<file path="src/rtl/brk_inject.sv">
module brk_inject #(
  parameter int          AW       = 16,
  parameter logic [7:0]  SWI_OP   = 8'h83,
  parameter logic [AW-1:0] VEC_NORM = 16'hFFFC,
  parameter logic [AW-1:0] VEC_MON  = 16'hFEFC
) (
  input  logic          clk,
  input  logic          rst_n,
  input  logic          brk_match,
  input  logic          last_cyc,
  input  logic          mon_mode,
  input  logic          rti_done,
  input  logic          brk_level,
  output logic          ir_load,
  output logic [7:0]    ir_opcode,
  output logic          pc_load,
  output logic [AW-1:0] pc_vector,
  output logic          brk_active
);

  logic pending;
  logic active;
  logic inject;

  assign inject    = rst_n && last_cyc && !active && (pending || brk_match);
  assign ir_load   = inject;
  assign pc_load   = inject;
  assign ir_opcode = SWI_OP;
  assign pc_vector = mon_mode ? VEC_MON : VEC_NORM;
  assign brk_active = active;

  always_ff @(posedge clk or negedge rst_n) begin
    if (!rst_n) begin
      pending <= 1'b0;
    end else if (inject) begin
      pending <= 1'b0;
    end else if (!active && brk_match) begin
      pending <= 1'b1;
    end
  end

  always_ff @(posedge clk or negedge rst_n) begin
    if (!rst_n) begin
      active <= 1'b0;
    end else if (inject) begin
      active <= 1'b1;
    end else if (active && rti_done && !brk_level) begin
      active <= 1'b0;
    end
  end

endmodule


</file>
<file path="config.mk">
export PLATFORM = sky130hd
export DESIGN_NAME = brk_inject
export DESIGN_NICKNAME = d
export VERILOG_FILES = /design/src/rtl/brk_inject.sv
export SDC_FILE = /design/constraint.sdc
export NUM_CORES = 1
export LEC_CHECK = 0
export BUFFER_PORTS_ARGS = -buffer_cell sky130_fd_sc_hd__buf_2
export CORE_AREA = 2 2 39 41
export CTS_BUF_LIST = sky130_fd_sc_hd__clkbuf_4
export DETAILED_ROUTE_END_ITERATION = 10
export DIE_AREA = 0 0 41 43
export GPL_TIMING_DRIVEN = 0
export PLACE_DENSITY = 0.55
export SLEW_MARGIN = 10
export SYNTH_ARGS = -nofsm -noshare
export SYNTH_HDL_FRONTEND = slang
export SYNTH_SLANG_ARGS = --single-unit
</file>
<file path="constraint.sdc">
create_clock -name clk -period 0.98 [get_ports clk]
set_input_delay 0.098 -clock clk [delete_from_list [all_inputs] [get_ports clk]]
set_output_delay 0.098 -clock clk [all_outputs]
set_load 0.005 [all_outputs]
</file>
**Word-level counts from Yosys, hierarchy flattened**

Index checks and enable logic that the tools add are counted.

- Register bits: 2
- Input bits: 7
- Output and inout port bits: 27

- Muxes and demuxes: 5
- Reductions and logical operators: 11

Operators with widths:

| operator | number |
|---|---|
| $mux 9 | 1 |
| $logic_and 1x1->1 | 6 |
| $mux 1 | 4 |
| $reduce_bool 2->1 | 2 |
| $logic_not 1->1 | 2 |
| $logic_or 1x1->1 | 1 |

**Depth between registers and ports, before layout**

Gate-level depths: netlist (run 1).

- Depth after elaboration: 4
- Mapped depth: 3
- Depth with buffers taken out: 2

**Least setup slack after synthesis (run 1)**

No wires, ideal clock.

- Path type: register to output
- Start point: reg active (netlist: brk_active)
- End point: out pc_load
- Data arrival time: 843 ps
- Required time: 882 ps
- Setup slack: 39 ps
- Stages on the path, launching flop included: 4
- Path buffers: 1
- Path through: dfrtp_1 nand3b_4 nor2_1 buf_4

- Longest elaborated chain between the ends: 3

RTL lines:

| item | RTL line | text |
|---|---|---|
| from (decl) | 22 | `logic active;` |
| from (signal assigned) | 44 | `active <= 1'b0;` |
| from (signal assigned) | 46 | `active <= 1'b1;` |
| from (signal assigned) | 48 | `active <= 1'b0;` |
| $logic_not 1->1 | 25 | `assign inject = rst_n && last_cyc && !active && (pending \|\| brk_match);` |
| $logic_and 1x1->1 (2 in series) | 25 |  |
| to (decl) | 16 | `output logic pc_load,` |

No other way between the ends.

**Worst setup path in the final report (run 1)**

- Start point: reg pending
- End point: out pc_load

- Longest elaborated chain between the ends: 2

RTL lines:

| item | RTL line | text |
|---|---|---|
| from (decl) | 21 | `logic pending;` |
| from (signal assigned) | 34 | `pending <= 1'b0;` |
| from (signal assigned) | 36 | `pending <= 1'b0;` |
| from (signal assigned) | 38 | `pending <= 1'b1;` |
| $logic_or 1x1->1 | 25 |  |
| $logic_and 1x1->1 | 25 |  |

No other way between the ends.

==> qor.txt, run 1 <==
Largest net degree at the start of global routing: 4
1st-iter DRT viols: 1
Tmin final: 1.12 ns
CTS clk-pin slew, worst paths: 0.03 ns
Effective utilization at floorplan: 21.5%
Die width: 41 µm
Vias in the first global route: 191
Sw Pwr: 146 µW
CP startpoint kind: flip-flop
Reg power frac: 23.2%
Clock buffer count from CTS: 3
Area Overhead vs Synth: 73.1%
DIE AREA: 1760 µm²
Internal power: 386 µW
Pre-CTS WS: -0.0204 ns
Critical Path Start: pending$_DFFE_PN0P_
Final period utilization: 114%
Mapped Avg Cell Area: 8.27 µm²
Via count: 250
Switching Share: 27.5%
Library cells used by synthesis: 10
ANT cells: 0
Seq/Total Area, Yosys: 16.8%
Core area: 1380 µm²
1st-pass router iterations: 2
DR WL/cell: 5.71 µm
CTS sink count: 2
Synthesis Warnings: 0
DIE HEIGHT: 43 µm
Final setup fails: 2
GP Congestion: 0.558
Pleak: 0.314 nW
Share of cells above drive strength 1: 57.5%
Maximum VDD drop: 0.000356 V
Setup TNS: -0.210 ns
R2r startpoint: brk_active$_DFFE_PN0P_
GRT overflow: 0
Setup Skew: 0.000865 ns
Final worst setup slack: -0.142 ns
Gr usage total: 6.31%
Register-to-Register Path Depth: 3
Synthesized flop and latch total: 2
Max-Cap Viols: 0
Status: finished, violations left
Worst-Skew Late Latency: 0.22 ns
Final hold vios: 0
Placed instance count: 83
P per Cell Area: 1030 nW/µm²
CTS H-Tree Depth: 1
DRC Markers: 0
Fill count: 154
Clock power frac: 33.7%
DR vias/cell: 2.81
Fmax: 891 MHz
First-pass GRT wire length: 690 µm
Worst path arrival time: 1.02 ns
Setup slack, reg-to-reg: 0.09 ns
Mapped Area: 298 µm²
Power Total: 532 µW
Post-route cell area: 515 µm²
DP HPWL: 405 µm
I/O pins: 34
I/O Buffers: 10
Antenna violations before repair: 0
Worst setup endpoint: pc_load
Maximum clock path buffer count: 2
CTS tree: yes
Clk root buf: clkbuf_4
CP Capture Type: primary output
RSZ-0062 raised after global routing: yes
Post-Route WL: 508 µm
Worst EP required: 0.88 ns
Max Fanout on Critical Path: 2
Reg2reg end: brk_active$_DFFE_PN0P_
Failing checks: setup timing
Power share of the combinational group: 43.1%
Routed Antenna Nets: 0
Site row count: 14
Critical Setup Path Class: flip-flop to primary output
Final Non-Filler Cells: 89
Nets: 82
Final slew viol count: 0
Post-DP Area: 447 µm²
Post-Syn Instances: 36
Worst hold path type: input pin to flip-flop
Fin Hold WS: 0.167 ns
Hold wc startpoint: rti_done
Final Util: 37.3%
==> layout by cell type, fill, tap and decap left out, drive strengths merged <==
cell	n
nor2	2
o2bb2ai	1
nand2b	1
dfrtp	2
conb	23
clkbuf	3
inv	1
nor2b	1
buf	36
nand3b	1
o21a	1
dlygate4sd3	1
==> power groups by stage <==
stage | Sequential (mW) | Combinational, mW | Clock, mW
finish | 0.123 | 0.229 | 0.179
CTS | 0.119 | 0.218 | 0.197
detailed placement | 0.122 | 0.180 | 0
global placement | 0.121 | 0.178 | 0
floorplan | 0.121 | 0.137 | 0
global route | 0.126 | 0.254 | 0.210
==> metal layers <==
| metal | global-route usage, % | part of all wire (%) |
|---|---|---|
| met5 | 0 | 0 |
| met3 | 6.81 | 17 |
| met4 | 4.00 | 0 |
| met2 | 8.75 | 53 |
| met1 | 5.11 | 30 |
==> kinds of logic after synthesis <==
group	synth area share, %
other	2.52
buffers and inverters	61.8
AOI/OAI and AO/OA	5.46
and+or+nand+nor	13.4
DFF	16.8
==> final cells by class <==
class                      instances  area, µm²  area share, %
buffer                            24        180           35.0
clock buffer                       3       22.5           4.37
inverter                           1       3.75          0.728
multi-input combinational         30        158           30.6
sequential                         2       50.0           9.71
tap                               16       20.0           3.88
timing repair buffer              13       81.3           15.8
==> how the worst min path moves through the flow <==
stage / endpoint / depth (start not counted)
after floorplan: brk_active$_DFFE_PN0P_ / 0
after detailed placement: brk_active$_DFFE_PN0P_ / 1
after global placement: brk_active$_DFFE_PN0P_ / 1
final: brk_active$_DFFE_PN0P_ / 3
after CTS: brk_active$_DFFE_PN0P_ / 3
after global routing: brk_active$_DFFE_PN0P_ / 3
==> worst max-delay path, cell delays in order (launching register included) <==
cell and delay (ns):
dfrtp_1 0.40, nor2_4 0.13, nor2_4 0.05, buf_4 0.12, buf_6 0.10
==> registers in the layout, summed over array words and instances, names as in the netlist <==
register / count
brk_active: 1
pending: 1
==> Yosys cell counts <==
cell	instances	area (µm²)
nand2b_1	1	6.26
dfrtp_1	2	50.1
nor2b_1	1	6.26
o21a_1	1	7.51
nor2_1	2	7.51
conb_1	2	7.51
buf_4	24	180
inv_1	1	3.75
nand3b_4	1	20.0
o2bb2ai_1	1	8.76
==> what timing repair did <==
| item | CTS | global route |
|---|---|---|
| hold endpoints to repair | 2 | 0 |
| gates resized for setup | 3 | 2 |
| pin swaps | 1 | 0 |
| hold buffers | 1 | 0 |
| setup buffers | 2 | 0 |
| setup endpoints to repair | 2 | 3 |
(Power assumes the default switching activity.)
==> inputs of run 2 (changes only) <==
- PLACE_DENSITY: 0.55 -> 0.56
==> run 2 against run 1 <==
Net effect:
- the flow still finishes with violations (setup timing)
- critical endpoint unchanged
- critical path depth did not move
- cell area rose by 0.73%
- largest power group unchanged
- register-to-register slack barely moved
- sequential cell count did not move
==> qor.txt, run 2 (synthesis gave the netlist of run 1 again) <==
Final slew viol count: 0 (unchanged)
DIE AREA: 1760 µm² (unchanged)
1st-iter DRT viols: 1 (unchanged)
Setup slack, reg-to-reg: 0.10 ns (about the same)
GRT overflow: 0 (unchanged)
Max-Cap Viols: 0 (unchanged)
Clock buffer count from CTS: 3 (unchanged)
Pleak: 0.314 nW (+0.27%)
CP max-delay cell: dfrtp_1
Worst hold path type: input pin to flip-flop
Largest net degree at the start of global routing: 4 (unchanged)
Clk root buf: clkbuf_4
Effective utilization at floorplan: 21.5% (unchanged)
DP HPWL: 396 µm (-2.1%)
First-pass GRT wire length: 683 µm (-1.0%)
CTS clk-pin slew, worst paths: 0.03 ns (about the same)
Site row count: 14 (unchanged)
Max Fanout on Critical Path: 2 (unchanged)
Final hold vios: 0 (unchanged)
Final Non-Filler Cells: 89 (unchanged)
CP Cell Sequence: nand3b_4, nor2_4, buf_6, buf_6
Area Overhead vs Synth: 74.4%
Antenna violations before repair: 0 (unchanged)
CTS H-Tree Depth: 1 (unchanged)
Pre-CTS WS: -0.0372 ns (-0.0168 ns)
Maximum clock path buffer count: 2 (unchanged)
Most common cell after layout, fill and taps aside: buf_4
Placed instance count: 83 (unchanged)
Top cell by count, worst path: buf_6
I/O pins: 34 (unchanged)
DR WL/cell: 5.92 µm (+3.7%)
Reg2reg end: brk_active$_DFFE_PN0P_
CP startpoint kind: flip-flop
Post-Route WL: 527 µm (+3.7%)
Power Total: 536 µW (+0.77%)
DIE HEIGHT: 43 µm (unchanged)
Via count: 248 (-0.80%)
I/O Buffers: 10 (unchanged)
Worst-Skew Late Latency: 0.22 ns (about the same)
Share of cells above drive strength 1: 57.5% (unchanged)
CTS sink count: 2 (unchanged)
Nets: 82 (unchanged)
Core area: 1380 µm² (unchanged)
Worst path arrival time: 1.03 ns (about the same)
CTS tree: yes
WHS Endpoint: brk_active$_DFFE_PN0P_
Failing checks: setup timing
Routed Antenna Nets: 0 (unchanged)
Setup Skew: 0.0000141 ns (-0.000851 ns)
Final period utilization: 115% (+0.63 points)
Tmin final: 1.13 ns (+0.00620 ns)
Hold path depth: 3 (unchanged)
Vias in the first global route: 191 (unchanged)
Final worst setup slack: -0.148 ns (-0.00620 ns)
Worst EP required: 0.88 ns (about the same)
Gr usage total: 6.42% (+0.11 points)
Critical Setup Path Class: flip-flop to primary output
Critical Path Start: brk_active$_DFFE_PN0P_
R2r startpoint: brk_active$_DFFE_PN0P_
Fmax: 887 MHz (-0.55%)
Commonest cells after routing, fill and taps aside: buf_4 (25), conb_1 (23), buf_2 (9)
Final Util: 37.5% (+0.27 points)
Fill count: 152 (-1.3%)
RSZ-0062 raised after global routing: yes
Fin Hold WS: 0.156 ns (-0.0105 ns)
Hold wc startpoint: rti_done
P per Cell Area: 1030 nW/µm² (about the same)
Final setup fails: 2 (unchanged)
DR vias/cell: 2.79 (-0.80%)
Slowest cell delay on critical path: 0.36 ns (-0.04 ns)
CP Capture Type: primary output
1st-pass router iterations: 2 (unchanged)
GP Congestion: 0.538 (-3.7%)
Maximum VDD drop: 0.000447 V (+26%)
DRC Markers: 0 (unchanged)
Status: finished, violations left
Register-to-Register Path Depth: 3 (unchanged)
ANT cells: 0 (unchanged)
Die width: 41 µm (unchanged)
run 2: changes by cell type in the layout (fill, tap and decap cells not counted):
cell	previous run	this run
buf_4	26	25
buf_6	1	2
run 2: worst max-delay path by stage:
stage          slack [ns]       to  cells past startpoint
2_1_floorplan        0.04  pc_load                      3
3_3_place_gp        -0.02  pc_load                      4
3_5_place_dp        -0.04  pc_load                      4
4_1_cts             -0.15  pc_load                      4
5_1_grt             -0.21  pc_load                      4
6_report            -0.15  pc_load                      4
run 2: area by class of cell:
| cell class | instances | area, µm² | share of cell area (%) |
|---|---|---|---|
| Tap cell | 16 | 20.0 | 3.86 |
| Timing Repair Buffer | 13 | 81.3 | 15.7 |
| Sequential cell | 2 | 50.0 | 9.64 |
| Buffer | 24 | 184 | 35.4 |
| Inverter | 1 | 3.75 | 0.723 |
| Clock buffer | 3 | 22.5 | 4.34 |
| Multi-Input combinational cell | 30 | 158 | 30.4 |
run 2: power by group:
group / total [mW] / switching (mW) / leakage, nW / internal, mW
logic: 0.233 / 0.0851 / 0.277 / 0.148
registers: 0.122 / 0.0162 / 0.0233 / 0.105
clock network: 0.181 / 0.0463 / 0.0138 / 0.135
total: 0.536 / 0.148 / 0.314 / 0.388
run 2: worst max-delay path, delay by kind of cell, from the launching register on:
kind | cells | cell delay [ns]
DFF | 1 | 0.36
buffers and inverters | 2 | 0.18
and+or+nand+nor | 2 | 0.27
run 2: routing by layer:
metal	track usage (%)	part of all wire (%)	vias to the layer above	wire (µm)
met3	3.14	17	0	91
met1	4.49	25	95	132
met5	0	0	-	0
li1	-	-	136	-
met4	8.00	0	0	0
met2	10.0	57	17	303
run 2: repair_timing:
item / CTS / global route
pin swaps: 1 / 0
hold buffers: 1 / 0
hold endpoints to repair: 2 / 0
buffers inserted: 2 / 0
resized for setup: 6 / 0
endpoints found under the setup margin: 2 / 3
run 2: metrics by stage:
step / TNS, ns / instance area (µm²)
floorplan: 0 / 377
global placement: -0.0205 / 447
detailed placement: -0.0372 / 447
CTS: -0.241 / 519
global route: -0.369 / 519
finish: -0.240 / 519
